[src/rtl/ep_dbuf_pkg.sv]
`timescale 1ns/1ps
// Package: shared register selects and field positions for the endpoint buffer.
package ep_dbuf_pkg;
    typedef enum logic [2:0] {
        REG_INDEX  = 3'd0,
        REG_DATA   = 3'd1,
        REG_LENGTH = 3'd2,
        REG_STATUS = 3'd3,
        REG_CTRL   = 3'd4
    } reg_sel_e;

    localparam int CTRL_VALIDATE_BIT = 0;
    localparam int NUM_BUFS          = 2;
endpackage

[src/rtl/ep_dbuf_mem.sv]
`timescale 1ns/1ps
// Module: ep_dbuf_mem
// Two packet buffers of DEPTH bytes each. There are two byte write ports, so a
// 16-bit firmware word lands in one cycle, and two combinational byte read ports.
// Assumes: write addresses stay below DEPTH. Callers mask any read beyond the
// packet end.
module ep_dbuf_mem #(
    parameter int DEPTH = 64,
    localparam int AW   = (DEPTH > 1) ? $clog2(DEPTH) : 1
) (
    input  logic          clk,
    input  logic          wa_en,
    input  logic          wa_buf,
    input  logic [AW-1:0] wa_addr,
    input  logic [7:0]    wa_data,
    input  logic          wb_en,
    input  logic          wb_buf,
    input  logic [AW-1:0] wb_addr,
    input  logic [7:0]    wb_data,
    input  logic          r_buf,
    input  logic [AW-1:0] ra_addr,
    output logic [7:0]    ra_data,
    input  logic [AW-1:0] rb_addr,
    output logic [7:0]    rb_data
);
    logic [7:0] mem_q [ep_dbuf_pkg::NUM_BUFS][DEPTH];

    // Store the bytes presented on either write lane.
    always_ff @(posedge clk) begin
        if (wa_en) mem_q[wa_buf][wa_addr] <= wa_data;
        if (wb_en) mem_q[wb_buf][wb_addr] <= wb_data;
    end

    // Present both read lanes of the consumer buffer.
    always_comb begin
        ra_data = mem_q[r_buf][ra_addr];
        rb_data = mem_q[r_buf][rb_addr];
    end
endmodule

[src/rtl/ep_dbuf_ring.sv]
`timescale 1ns/1ps
// Module: ep_dbuf_ring
// Keeps the state of the two buffers that alternate: a full flag and a byte count
// for each buffer, the producer and consumer pointers, and the byte offsets into
// the buffer being filled and the buffer being drained.
// Assumes: commit only targets a free buffer and release only a full one. Both
// are guaranteed by the top-level qualifiers.
module ep_dbuf_ring #(
    parameter int LW = 16
) (
    input  logic          clk,
    input  logic          rst_n,
    input  logic          clr,
    input  logic          commit,
    input  logic [LW-1:0] commit_len,
    input  logic          release_i,
    input  logic [1:0]    wr_step,
    input  logic [1:0]    rd_step,
    output logic [1:0]    full,
    output logic          prod_ptr,
    output logic          cons_ptr,
    output logic [LW-1:0] wr_idx,
    output logic [LW-1:0] rd_idx,
    output logic [LW-1:0] cons_len
);
    localparam int NB = ep_dbuf_pkg::NUM_BUFS;

    logic [NB-1:0] fill_hit;
    logic [NB-1:0] free_hit;
    logic [LW-1:0] cnt_q [NB];

    // Work out which buffer each commit or release event targets.
    for (genvar b = 0; b < NB; b++) begin : g_hit
        assign fill_hit[b] = commit    && (prod_ptr == 1'(b));
        assign free_hit[b] = release_i && (cons_ptr == 1'(b));
    end

    // Per-buffer full flag and closed-packet byte count.
    always_ff @(posedge clk) begin
        for (int b = 0; b < NB; b++) begin
            if (!rst_n || clr) begin
                full[b]  <= 1'b0;
                cnt_q[b] <= '0;
            end else if (fill_hit[b]) begin
                full[b]  <= 1'b1;
                cnt_q[b] <= commit_len;
            end else if (free_hit[b]) begin
                full[b]  <= 1'b0;
                cnt_q[b] <= '0;
            end
        end
    end

    // Producer and consumer pointers swap after each commit or release.
    always_ff @(posedge clk) begin
        if (!rst_n || clr) begin
            prod_ptr <= 1'b0;
            cons_ptr <= 1'b0;
        end else begin
            if (commit)    prod_ptr <= ~prod_ptr;
            if (release_i) cons_ptr <= ~cons_ptr;
        end
    end

    // Byte offsets into the buffer being filled and the buffer being drained.
    always_ff @(posedge clk) begin
        if (!rst_n || clr) begin
            wr_idx <= '0;
            rd_idx <= '0;
        end else begin
            wr_idx <= commit    ? '0 : wr_idx + LW'(wr_step);
            rd_idx <= release_i ? '0 : rd_idx + LW'(rd_step);
        end
    end

    assign cons_len = cnt_q[cons_ptr];
endmodule

[src/rtl/ep_dbuf_regs.sv]
`timescale 1ns/1ps
// Module: ep_dbuf_regs
// Firmware register front end. It holds the endpoint index register and the
// programmed short-packet length. It decodes the one-cycle strobes into data
// write, data read and validate events, and it multiplexes the read data.
// Assumes: EP_ID is nonzero, so index 0 (the control endpoint) never matches.
module ep_dbuf_regs #(
    parameter int IDX_W = 4,
    parameter int EP_ID = 1,
    parameter int LW    = 16
) (
    input  logic          clk,
    input  logic          rst_n,
    input  logic          clr,
    input  logic          dir_in,
    input  logic          fw_wr,
    input  logic          fw_rd,
    input  logic [2:0]    fw_sel,
    input  logic [15:0]   fw_wdata,
    input  logic [1:0]    full,
    input  logic [LW-1:0] cons_len,
    input  logic [15:0]   data_word,
    output logic [15:0]   fw_rdata,
    output logic [LW-1:0] len_q,
    output logic          idx_hit,
    output logic          data_wr,
    output logic          data_rd,
    output logic          validate
);
    import ep_dbuf_pkg::*;

    logic [IDX_W-1:0] idx_q;
    reg_sel_e         sel;

    assign sel     = reg_sel_e'(fw_sel);
    assign idx_hit = (idx_q == IDX_W'(EP_ID));

    // Endpoint index register; the bus reset leaves it alone.
    always_ff @(posedge clk) begin
        if (!rst_n)                          idx_q <= '0;
        else if (fw_wr && sel == REG_INDEX)  idx_q <= fw_wdata[IDX_W-1:0];
    end

    // Short-packet length register, writable in IN mode only.
    always_ff @(posedge clk) begin
        if (!rst_n || clr)
            len_q <= '0;
        else if (fw_wr && idx_hit && dir_in && sel == REG_LENGTH)
            len_q <= LW'(fw_wdata);
    end

    // Decode the data-port and control strobes.
    always_comb begin
        data_wr  = fw_wr && idx_hit && (sel == REG_DATA);
        data_rd  = fw_rd && idx_hit && (sel == REG_DATA);
        validate = fw_wr && idx_hit && (sel == REG_CTRL) && fw_wdata[CTRL_VALIDATE_BIT];
    end

    // Read multiplexer; every register other than the index needs an index hit.
    always_comb begin
        fw_rdata = '0;
        if (sel == REG_INDEX) begin
            fw_rdata = 16'(idx_q);
        end else if (idx_hit) begin
            case (sel)
                REG_DATA:   fw_rdata = data_word;
                REG_LENGTH: fw_rdata = dir_in ? 16'(len_q) : 16'(cons_len);
                REG_STATUS: fw_rdata = {14'd0, full};
                default:    fw_rdata = '0;
            endcase
        end
    end
endmodule

[src/rtl/ep_dbuf.sv]
`timescale 1ns/1ps
// Module: ep_dbuf
// Endpoint packet buffer with two buffers that alternate, for one bulk or
// interrupt endpoint. In IN mode, firmware fills packets that close on maximum
// size, on the programmed length or on the validate bit. In OUT mode, the USB
// side fills packets and firmware drains them.
// Assumes: cfg_dir_in changes only while rst_n is low or bus_rst is high.
module ep_dbuf #(
    parameter int MAX_PKT = 64,
    parameter int EP_ID   = 1,
    parameter int IDX_W   = 4
) (
    input  logic        clk,
    input  logic        rst_n,
    input  logic        bus_rst,
    input  logic        cfg_dir_in,
    input  logic        fw_wr,
    input  logic        fw_rd,
    input  logic [2:0]  fw_sel,
    input  logic [15:0] fw_wdata,
    output logic [15:0] fw_rdata,
    input  logic        usb_byte_wr,
    input  logic [7:0]  usb_wdata,
    input  logic        usb_byte_rd,
    output logic [7:0]  usb_rdata,
    input  logic        usb_pkt_done,
    output logic        usb_pkt_avail,
    output logic [15:0] usb_pkt_len,
    output logic        usb_space,
    output logic        in_overrun
);
    localparam int LW = 16;
    localparam int AW = (MAX_PKT > 1) ? $clog2(MAX_PKT) : 1;
    localparam logic [LW-1:0] MPS = LW'(MAX_PKT);

    logic [1:0]    buf_full;
    logic          prod_ptr, cons_ptr;
    logic [LW-1:0] wr_idx, rd_idx, cons_len, len_q;
    logic          idx_hit, data_wr, data_rd, validate;
    logic [15:0]   data_word;
    logic [7:0]    ra_data, rb_data;

    logic [LW-1:0] tgt, remain, in_add, in_new, commit_len;
    logic          prod_full, cons_full;
    logic          in_wr_ok, in_auto, in_manual, out_wr_ok, out_commit, commit;
    logic          in_rd_ok, out_rd_ok, release_ev, cons_in_range;
    logic [1:0]    wr_step, rd_step;

    assign prod_full = buf_full[prod_ptr];
    assign cons_full = buf_full[cons_ptr];

    // Packet-close target: the programmed short length if valid, else max size.
    always_comb begin
        tgt    = (len_q != '0 && len_q < MPS) ? len_q : MPS;
        remain = tgt - wr_idx;
        in_add = (remain >= LW'(2)) ? LW'(2) : LW'(1);
        in_new = wr_idx + in_add;
    end

    // Producer side: qualify writes and decide when a packet closes.
    always_comb begin
        in_wr_ok   = cfg_dir_in && data_wr && !prod_full && (wr_idx < tgt);
        in_auto    = in_wr_ok && (in_new == tgt);
        in_manual  = cfg_dir_in && validate && !prod_full;
        out_wr_ok  = !cfg_dir_in && usb_byte_wr && !prod_full && (wr_idx < MPS);
        out_commit = !cfg_dir_in && usb_pkt_done && !prod_full;
        commit     = in_auto || in_manual || out_commit;
        commit_len = in_auto ? in_new : wr_idx;
        wr_step    = in_wr_ok ? in_add[1:0] : (out_wr_ok ? 2'd1 : 2'd0);
    end

    // Consumer side: qualify reads and decide when a buffer is freed.
    always_comb begin
        cons_in_range = cons_full && (rd_idx < cons_len);
        in_rd_ok      = cfg_dir_in && usb_byte_rd && cons_in_range;
        out_rd_ok     = !cfg_dir_in && data_rd && cons_full;
        release_ev    = (cfg_dir_in && usb_pkt_done && cons_full) ||
                        (out_rd_ok && (rd_idx + LW'(2) >= cons_len));
        rd_step       = in_rd_ok ? 2'd1 : (out_rd_ok ? 2'd2 : 2'd0);
    end

    // Firmware read word in OUT mode: low byte first, odd tail in the low lane.
    always_comb begin
        data_word = '0;
        if (!cfg_dir_in && cons_in_range) begin
            data_word[7:0]  = ra_data;
            data_word[15:8] = (rd_idx + LW'(1) < cons_len) ? rb_data : 8'd0;
        end
    end

    // Sticky refusal flag for firmware writes into a full pair of buffers.
    always_ff @(posedge clk) begin
        if (!rst_n || bus_rst)
            in_overrun <= 1'b0;
        else if (cfg_dir_in && data_wr && prod_full)
            in_overrun <= 1'b1;
    end

    assign usb_rdata     = (cfg_dir_in && cons_in_range) ? ra_data : 8'd0;
    assign usb_pkt_avail = cfg_dir_in && cons_full;
    assign usb_pkt_len   = usb_pkt_avail ? cons_len : '0;
    assign usb_space     = !cfg_dir_in && !prod_full;

    ep_dbuf_regs #(.IDX_W(IDX_W), .EP_ID(EP_ID), .LW(LW)) u_regs (
        .clk      (clk),
        .rst_n    (rst_n),
        .clr      (bus_rst),
        .dir_in   (cfg_dir_in),
        .fw_wr    (fw_wr),
        .fw_rd    (fw_rd),
        .fw_sel   (fw_sel),
        .fw_wdata (fw_wdata),
        .full     (buf_full),
        .cons_len (cons_len),
        .data_word(data_word),
        .fw_rdata (fw_rdata),
        .len_q    (len_q),
        .idx_hit  (idx_hit),
        .data_wr  (data_wr),
        .data_rd  (data_rd),
        .validate (validate)
    );

    ep_dbuf_ring #(.LW(LW)) u_ring (
        .clk       (clk),
        .rst_n     (rst_n),
        .clr       (bus_rst),
        .commit    (commit),
        .commit_len(commit_len),
        .release_i (release_ev),
        .wr_step   (wr_step),
        .rd_step   (rd_step),
        .full      (buf_full),
        .prod_ptr  (prod_ptr),
        .cons_ptr  (cons_ptr),
        .wr_idx    (wr_idx),
        .rd_idx    (rd_idx),
        .cons_len  (cons_len)
    );

    ep_dbuf_mem #(.DEPTH(MAX_PKT)) u_mem (
        .clk    (clk),
        .wa_en  (in_wr_ok || out_wr_ok),
        .wa_buf (prod_ptr),
        .wa_addr(wr_idx[AW-1:0]),
        .wa_data(cfg_dir_in ? fw_wdata[7:0] : usb_wdata),
        .wb_en  (in_wr_ok && in_add == LW'(2)),
        .wb_buf (prod_ptr),
        .wb_addr(AW'(wr_idx + LW'(1))),
        .wb_data(fw_wdata[15:8]),
        .r_buf  (cons_ptr),
        .ra_addr(rd_idx[AW-1:0]),
        .ra_data(ra_data),
        .rb_addr(AW'(rd_idx + LW'(1))),
        .rb_data(rb_data)
    );
endmodule

[config.mk]
export PLATFORM = sky130hd
export DESIGN_NAME = ep_dbuf
export DESIGN_NICKNAME = d
export VERILOG_FILES = /design/src/rtl/ep_dbuf_pkg.sv /design/src/rtl/ep_dbuf_mem.sv /design/src/rtl/ep_dbuf_ring.sv /design/src/rtl/ep_dbuf_regs.sv /design/src/rtl/ep_dbuf.sv
export SDC_FILE = /design/constraint.sdc
export NUM_CORES = 2
export LEC_CHECK = 0
export CAP_MARGIN = 20
export CORE_MARGIN = 2
export CORE_UTILIZATION = 35
export DETAILED_ROUTE_END_ITERATION = 7
export SYNTH_ARGS = -nofsm -noshare
export SYNTH_HDL_FRONTEND = slang
export SYNTH_SLANG_ARGS = --single-unit
[constraint.sdc]
create_clock -name clk -period 8.1 [get_ports clk]
set_clock_uncertainty 0.2 [all_clocks]
set_input_delay 1.62 -clock clk [delete_from_list [all_inputs] [get_ports clk]]
set_output_delay 1.62 -clock clk [all_outputs]
set_load 0.03 [all_outputs]
# [Word level (Yosys, flattened, before mapping)]
# Memories as Yosys holds them, arrays and structs flattened. A register that Yosys moved wholly into a read port is not among the register bits.
# Cells that the tools add are included.
[op_classes] eq_ne=7 n_mux=574 bitwise_logic=522 addsub=7 n_reduce_logical=55 magnitude_cmp=15
[op_table] cell="two-way mux 512 bit" n=2
[op_table] cell="two-way mux 1 bit" n=543
[op_table] cell="OR 1 bit" n=516
[op_table] cell="two-way mux 16 bit" n=11
[op_table] cell="binary-select mux 8 bit (select 6 bit)" n=2
[op_table] cell="demux 8 bit (select 6 bit)" n=2
[op_table] cell="two-way mux 8 bit" n=9
[op_table] cell="adder 16 x 2 -> 16 bit" n=3
[op_table] cell="less-than comparator 16 bit" n=3
[op_table] cell="one-hot mux 16 bit (3 select lines)" n=1
[op_table] cell="logical AND 1 bit" n=41
[op_table] cell="less-than comparator 16 x 7 -> 1 bit (second input constant)" n=2
[op_table] cell="greater-or-equal comparator 7 bit (second input constant)" n=4
[op_table] cell="NOT 6 -> 7 bit" n=4
[op_table] cell="adder 16 x 1 -> 16 bit (second input constant)" n=1
[op_table] cell="adder 16 x 2 -> 16 bit (second input constant)" n=1
[op_table] cell="equality test 16 bit" n=1
[op_table] cell="greater-or-equal comparator 16 bit" n=1
[op_table] cell="greater-or-equal comparator 16 x 2 -> 1 bit (second input constant)" n=1
[op_table] cell="nonzero test 16 bit" n=1
[op_table] cell="subtractor 16 bit" n=1
[op_table] cell="less-than comparator 7 x 1 -> 1 bit (second input constant)" n=2
[op_table] cell="two-way mux 2 bit" n=4
[op_table] cell="adder 6 x 1 -> 6 bit (second input constant)" n=1
[op_table] cell="other kinds (12)" n=23
[totals] elab_cells=1191 mem_bits_rw=1056 n_memories=2 ff_bits=57 output_inout_bits=43
[memory_table] name="u_mem.mem_q" depth=2 width=512 read_ports=1 rd_ports_with_merged_regs=1 write_ports=1 line="ep_dbuf_mem.sv:26" source="logic [7:0] mem_q [ep_dbuf_pkg::NUM_BUFS][DEPTH];"
[memory_table] name="u_ring.cnt_q" depth=2 width=16 read_ports=1 rd_ports_with_merged_regs=1 write_ports=2 line="ep_dbuf_ring.sv:30" source="logic [LW-1:0] cnt_q [NB];"

# [Depth between registers and ports, before layout]
[depth] ltp_word=17 depth_mapped=32

# [Modules after synthesis]
# From an unflattened synthesis, not the netlist that was laid out.
[hier_totals] cells_unflattened=5187 hier_area_um2=68585.8
[modules_own_cells] mod="ep_dbuf_mem" n_inst=1 area_per_inst_um2=60047.6 seq_area_each_um2=30749.5 cells_each=4165
[modules_own_cells] mod="ep_dbuf" n_inst=1 area_per_inst_um2=3992.6 seq_area_each_um2=20.0 cells_each=579
[modules_own_cells] mod="ep_dbuf_ring" n_inst=1 area_per_inst_um2=3044.2 seq_area_each_um2=1701.6 cells_each=273
[modules_own_cells] mod="ep_dbuf_regs" n_inst=1 area_per_inst_um2=1501.4 seq_area_each_um2=400.4 cells_each=170

# [Least setup slack after synthesis]
# Ideal clock, no wire load.
[synth_path] kind="register to register" startpoint="register u_regs.len_q[15]" endpoint="memory u_ring.cnt_q[0][0], enable pin" path_buffers=3 setup_ns=0.411 synth_period_minus_slack_ns=7.601 arrival_ns=6.990 path_stages_with_launch=31 setup_slack_ns=0.499 path_cell_list="dfxtp_1 nor4_4 and3_1 nand2_1 ha_1 inv_1 fa_1 and2_1 o2111a_1 o2111ai_1 o22ai_2 mux2i_1 nor4_1 nor4b_2 nand3_2 inv_2 buf_6 buf_2 ha_1 inv_1 fa_1 and3b_1 clkbuf_1 nand3_1 or3_1 a21oi_1 o21a_1 o2111a_1 and2_1 nor2_1 o21ai_0"
[synth_lines] item="start, declared" line="ep_dbuf_regs.sv:24" source="output logic [LW-1:0] len_q,"
[synth_lines] item="start signal, assigned" line="ep_dbuf_regs.sv:49" source="len_q <= LW'(fw_wdata);"
[synth_lines] item="end, declared" line="ep_dbuf_ring.sv:30"

==> reports/results.ini <==
[timing]
hold_viol = 0
slew_headroom_pct = 9.15
timing.fmax_ghz = 0.129
finalCritPeriodShare_pct = 95.5
setup_viol = 0
slew_violations = 0
min_period_ps = 7740
tightest_slew_ps = 1360
holdWs_ps = 291
fin_tns_setup_ps = 0
rsz0062_at_grt = no

[place]
dp_hpwl_mm = 177
io_buffer_count = 78
dp_cells = 6534
gp_congestion = 0.996

[clock_network]
tritoncts.num_buffers = 116
clockRootBuffer = clkbuf_16
clk_pin_slew_ps = 60
clk_path_buf_depth = 3
htree_levels = 3
clkSinkCount = 1114
cts_tree = built
clock_latency_ps = 760

[global_route]
track_usage_pct = 27.1
antenna_found_initial = 7
grt_pass1_vias = 44800
grt_max_degree = 102
grt_pass1_wl_mm = 346
grt_overflow = 0

[power]
power_mw = 12.7
vdd_drop_max_uv = 167
p_per_area_nw_per_um2 = 179
p_leak_nw = 20.4

[cells_and_area]
final_core_util_pct = 40.0
drive_above_1_share_pct = 26.5
n_fill_cell = 16200
finalNonFillerCells = 6769
nNetsFinal = 4423
syn2layout_area_growth_pct = 13.5

[job]
cap_violations = 0

[floorplan]
ios = 79
die_height_um = 427
start_util_pct = 35.2
num_rows = 155
die-area_sq_um = 183000
fp.dieW_um = 427
core_sq_um = 178000

[setup_path]
path_class = flop to output port
cp_data_arrival_time_ps = 5920
cp-end-kind = output port
critPathMaxFanout = 35
r2r_slack_ps = 550
cp.required_ps = 6280
crit_path_start_kind = flop

[synth]
syn_inst = 4267
synth_cell_types = 91
synthArstFlopShare_pct = 0
synth.avg_cell_area_sq_um = 14.7
seq_area_frac_synth_pct = 52.4
synth-edff-count = 1056
synthTopCellsByCount = 1056 x edfxtp_1, 627 x mux4_2, 388 x a211oi_1
synth_top_cell_area_share_pct = 50.5
yosys-top-cells-area = edfxtp_1 51%, mux4_2 23%, a211oi_1 4.6%
synth_top_area_cell = edfxtp_1
synthesis.area_sq_um = 62800
synth-main-ff-cell = edfxtp_1
synth.most_common_cell = edfxtp_1
ys_ff_latch = 1114
ys_warn_count = 0

[drt]
wirelength_mm = 253
wl_per_cell_um = 37.4
dr.pass1.iters = 8
vias_per_cell = 6.92
first_iter_violations = 7981
ant_nets = 0
route.detailed.drc = 0
vias = 46900

[run_status]
status = finished, final reports clean

[worst_hold_path]
hold_class = flop to flop

stage by stage:
stage               setup slack, ps  cell area (sq um)
floorplan                       499              62800
global placement                477              67100
detailed placement              458              67200
CTS                             425              71000
global route                   78.6              71200
finish                          361              71200
kinds of logic after synthesis:
family	share of synthesized area (%)
AO/OA/AOI/OAI	10.8
multiplexers	23.7
other	0.00598
adder cells (fa/ha/maj)	1.58
buffers and inverters	3.21
flip-flops	52.4
AND/OR/NAND/NOR	7.27
XOR/XNOR	1.07
critical path, stage by stage, from the launching register on:
cell and delay [ps]:
dfxtp_4 930, buf_12 350, buf_4 210, mux4_2 230, mux2i_1 80, a221oi_1 1110
o21ai_0 310, a31oi_1 720, a22oi_1 260, nor2_1 150, clkdlybuf4s50_1 710
sequential cells by signal (all words and copies together) (netlist names), 2 cells and up, named ones only:
| register | cells |
|---|---|
| u_ring.cnt_q | 32 |
| u_regs.idx_q | 4 |
| u_regs.len_q | 16 |
| u_ring.rd_idx | 16 |
| u_ring.full | 2 |
| u_ring.wr_idx | 16 |
| u_mem.mem_q | 1024 |
worst paths after layout:
path,startpoint,end,cells past startpoint
setup / recovery,flop,fw_rdata[6],10
hold reg to reg,in_overrun,in_overrun,2
setup reg to reg,u_regs.len_q[8],u_ring.cnt_q[1][10],28
hold / removal,in_overrun,in_overrun,2
power breakdown:
part | leakage (nW) | internal, mW | total, mW | switching (mW)
clock | 1.88 | 3.16 | 5.53 | 2.36
sequential | 9.30 | 6.35 | 6.36 | 0.00819
combinational | 9.24 | 0.219 | 0.847 | 0.628
cell type report:
type / count / area [sq um] / share of cell area [%]
Multi-Input combinational cell: 2698 / 28200 / 39.6
Clock inverter: 54 / 554 / 0.778
Sequential cell: 1114 / 32900 / 46.2
Clock buffer: 161 / 3310 / 4.65
Inverter: 43 / 161 / 0.227
Tap cell: 2355 / 2950 / 4.14
Antenna cell: 6 / 15.0 / 0.0211
Timing Repair Buffer: 338 / 3150 / 4.42
layout by cell type, fill, tap and decap left out, types with 22 or more instances in the layout:
master	n
edfxtp_1	1056
mux4_2	627
a211oi_1	388
nor2_1	279
buf_4	230
nand2_1	206
a22oi_1	141
nand3_1	127
clkbuf_16	123
a21oi_1	72
ha_1	71
nor2b_1	69
clkdlybuf4s50_1	69
and2_1	59
mux2i_1	56
o21ai_0	53
dfxtp_1	53
nand4_1	49
o41ai_1	46
xnor2_1	44
inv_1	39
nor3_1	34
buf_12	29
a21o_1	28
clkbuf_1	27
and3_1	25
nor4_1	24
xor2_1	22
a31oi_2	22
repair_timing:
action	CTS	global route
endpoints found under the setup margin	0	16
gates resized for setup	0	2
setup buffers	0	2
hold buffers	0	0
layer usage:
metal | vias to the layer above | part of all wire, % | global-route usage, %
met3 | 790 | 16 | 12.3
met4 | 12 | 7.2 | 16.6
li1 | 17900 | - | -
met2 | 4179 | 42 | 38.4
met1 | 24000 | 35 | 33.7
met5 | - | 0.091 | 0
Power figures use the tool's default switching activity.
